File: config.mk
export PLATFORM = sky130hd
export DESIGN_NAME = swclk_top
export DESIGN_NICKNAME = d
export VERILOG_FILES = /design/src/rtl/swclk_pkg.sv /design/src/rtl/swclk_load_calc.sv /design/src/rtl/swclk_time_reg.sv /design/src/rtl/swclk_window_timer.sv /design/src/rtl/swclk_top.sv
export SDC_FILE = /design/constraint.sdc
export NUM_CORES = 1
export LEC_CHECK = 0
export ABC_AREA = 1
export BUFFER_PORTS_ARGS = -buffer_cell sky130_fd_sc_hd__buf_2
export CORE_UTILIZATION = 45
export DETAILED_ROUTE_END_ITERATION = 8
export GPL_ROUTABILITY_DRIVEN = 0
export PLACE_DENSITY_LB_ADDON = 0.1
export SLEW_MARGIN = 20
export SYNTH_ARGS = -nofsm -noshare
export SYNTH_HDL_FRONTEND = slang
export SYNTH_SLANG_ARGS = --single-unit
export TNS_END_PERCENT = 50
File: constraint.sdc
create_clock -name clk -period 5.3 [get_ports clk]
set_input_delay 0.265 -clock clk [delete_from_list [all_inputs] [get_ports clk]]
set_output_delay 0.265 -clock clk [all_outputs]
set_load 0.005 [all_outputs]
File: src/rtl/swclk_pkg.sv
package swclk_pkg;

    typedef enum logic [1:0] {
        ST_INVALID  = 2'd0,
        ST_TRACKING = 2'd1,
        ST_PINNED   = 2'd2,
        ST_ROOT     = 2'd3
    } swclk_state_e;

    typedef struct packed {
        logic [63:0] master;
        logic [63:0] link_dly;
        logic [63:0] t1;
        logic [63:0] t4;
    } swclk_result_t;

endpackage

File: src/rtl/swclk_load_calc.sv
module swclk_load_calc #(
    parameter int TIME_W = 64,
    parameter int LAT_W  = 32
) (
    input  logic [TIME_W-1:0] master_i,
    input  logic [TIME_W-1:0] link_dly_i,
    input  logic [TIME_W-1:0] t1_i,
    input  logic [TIME_W-1:0] t4_i,
    input  logic [LAT_W-1:0]  lat_i,
    output logic [TIME_W-1:0] value_o
);
    logic [TIME_W-1:0] turnaround;
    logic [TIME_W-1:0] at_port;
    logic [TIME_W-1:0] lat_ext;

    always_comb begin
        // interval the request spent in flight and at the far side
        turnaround = t4_i - t1_i;
        // master time as seen at the local end of the link
        at_port    = master_i - link_dly_i;
        lat_ext    = TIME_W'(lat_i);
        value_o    = at_port + turnaround + lat_ext;
    end
endmodule

File: src/rtl/swclk_time_reg.sv
module swclk_time_reg #(
    parameter int TIME_W = 64,
    parameter int GRAN   = 5
) (
    input  logic              clk,
    input  logic              rst_n,
    input  logic              load_i,
    input  logic [TIME_W-1:0] load_val_i,
    output logic [TIME_W-1:0] time_o
);
    localparam logic [TIME_W-1:0] STEP = TIME_W'(GRAN);

    logic [TIME_W-1:0] time_q;

    always_ff @(posedge clk) begin
        if (!rst_n) begin
            time_q <= '0;
        end else if (load_i) begin
            time_q <= load_val_i;
        end else begin
            time_q <= time_q + STEP;
        end
    end

    assign time_o = time_q;
endmodule

File: src/rtl/swclk_window_timer.sv
module swclk_window_timer #(
    parameter int TIMEOUT_CYC = 2_000_000
) (
    input  logic clk,
    input  logic rst_n,
    input  logic clear_i,
    input  logic run_i,
    output logic expire_o
);
    localparam int CNT_W = (TIMEOUT_CYC < 2) ? 1 : $clog2(TIMEOUT_CYC + 1);
    localparam logic [CNT_W-1:0] LAST = CNT_W'(TIMEOUT_CYC - 1);

    logic [CNT_W-1:0] cnt_q;

    always_ff @(posedge clk) begin
        if (!rst_n) begin
            cnt_q <= '0;
        end else if (clear_i) begin
            cnt_q <= '0;
        end else if (run_i && (cnt_q != LAST)) begin
            cnt_q <= cnt_q + CNT_W'(1);
        end
    end

    assign expire_o = run_i && !clear_i && (cnt_q == LAST);
endmodule

File: src/rtl/swclk_top.sv
module swclk_top
    import swclk_pkg::*;
#(
    parameter int TIME_W      = 64,
    parameter int LAT_W       = 32,
    parameter int GRAN        = 5,
    parameter int TIMEOUT_CYC = 2_000_000
) (
    input  logic              clk,
    input  logic              rst_n,
    input  logic              root_mode_i,
    input  logic              phase_lock_i,
    input  logic              res_valid_i,
    input  logic [TIME_W-1:0] res_master_i,
    input  logic [TIME_W-1:0] res_link_dly_i,
    input  logic [TIME_W-1:0] res_t1_i,
    input  logic [TIME_W-1:0] res_t4_i,
    input  logic [LAT_W-1:0]  load_lat_i,
    output logic [TIME_W-1:0] time_o,
    output logic              time_valid_o
);
    swclk_state_e state_q, state_d;
    logic              accept;
    logic              expire;
    logic              win_clear;
    logic              win_run;
    logic [TIME_W-1:0] load_val;

    // an upstream result is used only when this switch is not the source
    assign accept = res_valid_i && !root_mode_i;

    swclk_load_calc #(
        .TIME_W (TIME_W),
        .LAT_W  (LAT_W)
    ) u_calc (
        .master_i   (res_master_i),
        .link_dly_i (res_link_dly_i),
        .t1_i       (res_t1_i),
        .t4_i       (res_t4_i),
        .lat_i      (load_lat_i),
        .value_o    (load_val)
    );

    swclk_time_reg #(
        .TIME_W (TIME_W),
        .GRAN   (GRAN)
    ) u_time (
        .clk        (clk),
        .rst_n      (rst_n),
        .load_i     (accept),
        .load_val_i (load_val),
        .time_o     (time_o)
    );

    always_comb begin
        win_clear = accept || (state_q == ST_INVALID) || (state_q == ST_ROOT);
        win_run   = (state_q == ST_TRACKING) && !phase_lock_i;
    end

    swclk_window_timer #(
        .TIMEOUT_CYC (TIMEOUT_CYC)
    ) u_win (
        .clk      (clk),
        .rst_n    (rst_n),
        .clear_i  (win_clear),
        .run_i    (win_run),
        .expire_o (expire)
    );

    // next-state logic
    always_comb begin
        state_d = state_q;
        unique case (state_q)
            ST_INVALID: begin
                if (root_mode_i)       state_d = ST_ROOT;
                else if (accept)       state_d = phase_lock_i ? ST_PINNED : ST_TRACKING;
            end
            ST_TRACKING: begin
                if (root_mode_i)       state_d = ST_ROOT;
                else if (accept)       state_d = phase_lock_i ? ST_PINNED : ST_TRACKING;
                else if (phase_lock_i) state_d = ST_PINNED;
                else if (expire)       state_d = ST_INVALID;
            end
            ST_PINNED: begin
                if (root_mode_i)       state_d = ST_ROOT;
                else if (!phase_lock_i) state_d = ST_TRACKING;
            end
            ST_ROOT: begin
                if (!root_mode_i) begin
                    if (accept)        state_d = phase_lock_i ? ST_PINNED : ST_TRACKING;
                    else               state_d = ST_INVALID;
                end
            end
            default:                   state_d = ST_INVALID;
        endcase
    end

    // state register
    always_ff @(posedge clk) begin
        if (!rst_n) state_q <= ST_INVALID;
        else        state_q <= state_d;
    end

    // outputs
    always_comb begin
        unique case (state_q)
            ST_TRACKING, ST_PINNED: time_valid_o = 1'b1;
            ST_ROOT:                time_valid_o = root_mode_i;
            default:                time_valid_o = root_mode_i;
        endcase
    end
endmodule

# Word level (Yosys, flattened, before mapping)
# Cells that the tools add are included.
# totals
regBits	87
input_bits	293
output_inout_bits	65
# op_classes
addsub	6
eq_ne	9
n_mux	14
bitwise_logic	1
n_reduce_logical	14
# ops
cell	n
64-bit subtractor	2
64-bit by 3-bit adder with 64-bit output (second input constant)	1
64-bit by 32-bit adder with 64-bit output	1
64-bit adder	1
64-bit two-way mux	1
2-bit two-way mux	11
21-bit by 1-bit adder with 21-bit output (second input constant)	1
21-bit equality test (second input constant)	1
21-bit inequality test (second input constant)	1
2-bit case mux with 4 select lines	1
3-bit inequality test (second input constant)	2
1-bit logical AND	5
5-bit inequality test (second input constant)	1
2-bit equality test (second input constant)	2
4-bit AND reduction	1
2-bit OR reduction	2
1-bit zero test	3
2-bit by 1-bit equality test with 1-bit output (second input constant)	1
2-bit zero test	1
1-bit logical OR	2
2-bit inequality test (second input constant)	1
1-bit two-way mux	1
1-bit NOT	1

# Longest topological paths before layout
# logic_depth
ltp_word	12
ltp_mapped	24
mapped_depth_nobuf	24

# Modules after synthesis
# Synthesis repeated with hierarchy kept, for this count alone.
# hier_totals
cells_unflattened	2861
area_unflattened_um2	17023.8
# by_module_without_submodules
mod	n_inst	cells_each	area_per_inst_um2	seq_area_each_um2
swclk_load_calc	1	1751	10536.4	0.0
swclk_time_reg	1	839	4808.4	1281.2
swclk_window_timer	1	211	1352.5	420.4
swclk_top	1	60	326.6	40.0

# Worst setup path after synthesis
# OpenSTA, ideal clock, no wires.
# synth_path
path_type	input to register
startpoint	input port res_master_i[3]
endpoint	register u_time.time_q[52], in the netlist u_time.time_o[52]
arrival_time_ns	3.350
t_required_ns	5.191
path_slack_ns	1.841
stages	21
path_buffers	0
path_cell_list	inv_1 -> fa_1 -> inv_1 -> fa_1 -> inv_1 -> fa_1 -> inv_1 -> ha_1 -> or2_2 -> nand3_1 -> nand2_1 -> nand2_1 -> nand2_1 -> nand2_1 -> nand2_1 -> nand3_1 -> nand2_1 -> nand2_1 -> nand3_1 -> nand2_1 -> inv_1
# synth_via
elab_chain_len	4
# synth_lines
item	line_no	rtl
start: declaration	swclk_top.sv:14	input logic [TIME_W-1:0] res_master_i,
64-bit subtractor	swclk_load_calc.sv:20	at_port = master_i - link_dly_i;
64-bit adder	swclk_load_calc.sv:22	value_o = at_port + turnaround + lat_ext;
64-bit by 32-bit adder with 64-bit output	swclk_load_calc.sv:22	
64-bit two-way mux	swclk_time_reg.sv:18	end else if (load_i) begin
end signal: assignment	swclk_time_reg.sv:19	time_q <= load_val_i;
end signal: assignment	swclk_time_reg.sv:21	time_q <= time_q + STEP;
end: declaration	swclk_time_reg.sv:13	logic [TIME_W-1:0] time_q;
# Every way passes these cells.
# A chain may end at the register's enable or synchronous reset.

# Worst setup path after layout
# layout_path
startpoint	input port res_master_i[3]
endpoint	register u_time.time_q[60], in the netlist u_time.time_o[60]
# Same word-level chain as after synthesis.

==> out/metrics.yaml <==
critical_path:
  max_stage_delay_ps: 520
  cp-end-kind: "flip-flop"
  worstPathMaxFanout: 6
  path_cells: "buf_2, inv_1, fa_1, inv_1, fa_1, inv_1, fa_1, inv_1, ha_1, or2_2, nand3_1, nand2_1, nand2_1, nand2_1, nand2_1, nand2_1, nand2_1, nand2_1, nand2_1, nand3_1, nand2_1, inv_1"
  critPathCapture: "u_time.time_o[60]"
  critical_path_required_ps: 5550
  setup.worst_path.start: "res_master_i[3]"
  startpoint_types: "input port"
  worst_reg_to_reg_cells: 9
  critical_path.reg2reg.startpoint: "u_win.cnt_q[0]"
  critical_path.reg2reg.endpoint: "u_win.cnt_q[5]"
  cp_common_cell: "nand2_1"
  regToRegSetupSlack_ps: 2770
  crit_arrival_ps: 4030
  cp_slowest_cell: "fa_1"
  worst-setup-path-type: "input port to flip-flop"
detailed_routing:
  routed-via-count: 16820
  drt_pre_antenna_iters: 6
  ant_nets: 0
  finalWirelength_um: 48100
  detailedRoute.firstIterationViolations: 1375
  viasPerCell: 4.93
  routed_wire_length_per_instance_um: 14.1
  post-route-drc-count: 0
synthesis:
  synth-warning-count: 0
  synthesis.area_per_instance_um2: 6.09
  postSynth.topFlopCell: "dfxtp_1"
  synth-edff-count: 0
  synth.yosys.seq_area_share: 0.110
  mappedNetlistNets: 3159
  synthArstFlopShare: 0
  synth_cells: 2608
  synth_seq_cells: 87
  synth_cell_types: 48
  post_synth_instance_area_um2: 15900
grt:
  grt_pass1_vias: 15910
  number_of_antenna_violations_at_the_first_check_in_global_routing: 0
  largest_net_degree_at_the_start_of_global_routing: 77
  grt_remaining_overflow: 0
  grt_pass1_wl_um: 77900
  gr-usage-all-layers: 0.271
clocking:
  clkLatencyLatePin_ps: 360
  post-cts-setup-buffer-count: 0
  ctsRootBufferMaster: "clkbuf_16"
  cts_num_sinks: 87
  cts_repair_resize_count: 0
  worst_setup_hold_path_clk_slew_ps: 60
  clk_path_buf_depth: 2
  cts_tree: "yes"
  cts_max_level: 3
  tritoncts_buffer_count: 9
  cts_hold_buf: 0
pwr:
  leakage_nw: 10.7
  power_density_nw_per_um2: 358
  peakVddDrop_v: 0.000157
final_layout:
  ff_latch_area_um2: 1740
  finish.utilization: 0.534
  syn2layout_area_growth_pct: 16.4
  final_net_count: 3506
  drive_above_1_share: 0.140
  filler_cell_count: 3695
  antennaDiodeCount: 0
  total_area_of_multi_input_combinational_cells_um2: 11400
timing:
  max-slew-margin-rel: 0.431
  drv_slew: 0
  achievable-frequency_mhz: 264
  post-route-period-util: 0.715
  hold_viol: 0
  final.min_clock_period_ps: 3790
  setup_total_negative_slack_ps: 0
  setup-violations-final: 0
  final.setup_skew_ps: 15.4
  unrepaired_setup_endpoints_after_global_routing: "false"
  worst_slew_pin_slew_ps: 853
die:
  placementRows: 68
  coreArea_um2: 34600
  start_util: 0.459
  die_width_um: 190
  die_area_um2: 36000
  io_pins: 358
  chipHeight_um: 190
place:
  io_buffers: 357
  dp_hpwl_um: 42000
status:
  status: "finished, final reports clean"
run:
  max_cap_check_violation_count: 0
hold_path:
  min-delay-path-class: "input port to flip-flop"
registers in the layout, indices dropped and copies added, names as in the netlist:
register and flops:
u_win.cnt_q 21, u_time.time_o 64, state_q 2
metal layers:
layer | vias up | part of all wire | global-route usage
met5 | - | 0 | 0
met4 | 0 | 0.028 | 0.0819
met3 | 92 | 0.080 | 0.0323
met2 | 688 | 0.44 | 0.437
met1 | 7570 | 0.45 | 0.376
li1 | 8470 | - | -
power breakdown:
group / leakage (nW) / internal, mW / switching, mW
sequential: 0.713 / 0.757 / 0.158
clock: 0.161 / 0.418 / 0.291
combinational: 9.86 / 1.68 / 3.31
total: 10.7 / 2.86 / 3.75
worst max-delay path, delay by kind of cell:
family	cells	cell delay, ps
fa+ha+maj	4	1860
buf+inv	6	290
simple gates	12	1600
logic make-up after synthesis:
logic type	after synthesis	share of synthesized area
and+or+nand+nor	1258	0.331
buffers and inverters	735	0.175
xor gates and xnor gates	66	0.0364
DFF	87	0.110
AOI/OAI and AO/OA	204	0.0700
adders and majority gates	258	0.278
layout by cell type (no fill, tap or decap), drive strengths merged, types with 12 or more instances in the layout:
cell,n
a21oi,114
buf,361
dfxtp,87
fa,158
ha,100
inv,709
nand2,772
nand3,161
nand4,33
nor2,210
nor3,49
o21ai,55
o21bai,20
or2,12
xnor2,32
xor2,34
synthesized netlist by cell type, types with 17 or more instances:
cell type	n	share of area
nor3_1	46	0.014
nand2_1	767	0.18
o21ai_0	51	0.016
fa_1	158	0.20
inv_1	702	0.17
a21oi_1	114	0.036
clkbuf_1	17	0.0040
dfxtp_1	87	0.11
nand4_1	33	0.013
o21bai_1	20	0.0095
xor2_1	34	0.019
nand3_1	160	0.050
xnor2_1	32	0.018
ha_1	100	0.079
nor2_1	197	0.047
metrics by stage:
step	total power [mW]	std cells	instance area, um2	worst slack, ps	hold WS [ps]
CTS	6.56	3415	18500	1570	370
global placement	5.79	3399	18200	1210	470
global route	7.33	3415	18500	1240	430
finish	6.61	3415	18500	1510	381
floorplan	4.29	2608	15900	1840	453
detailed placement	5.82	3399	18200	1220	474
worst min-delay path by stage:
stage | depth (start not counted) | to | startpoint | slack, ps
after global placement | 2 | u_win.cnt_q[3] | u_win.cnt_q[3] | 470
final | 5 | state_q[1] | root_mode_i | 380
after global routing | 6 | state_q[0] | root_mode_i | 430
after CTS | 5 | state_q[1] | root_mode_i | 370
after detailed placement | 2 | u_win.cnt_q[3] | u_win.cnt_q[3] | 470
after floorplan | 2 | u_win.cnt_q[3] | u_win.cnt_q[3] | 450
final cells by class:
class | count | share of cell area
inverter | 710 | 0.144
clock inverter | 7 | 0.00542
timing repair buffer | 361 | 0.0983
multi-input combinational | 1786 | 0.615
clock buffer | 9 | 0.0122
tap | 455 | 0.0308
sequential | 87 | 0.0942
Note: power is estimated with default switching activity, not from simulation.
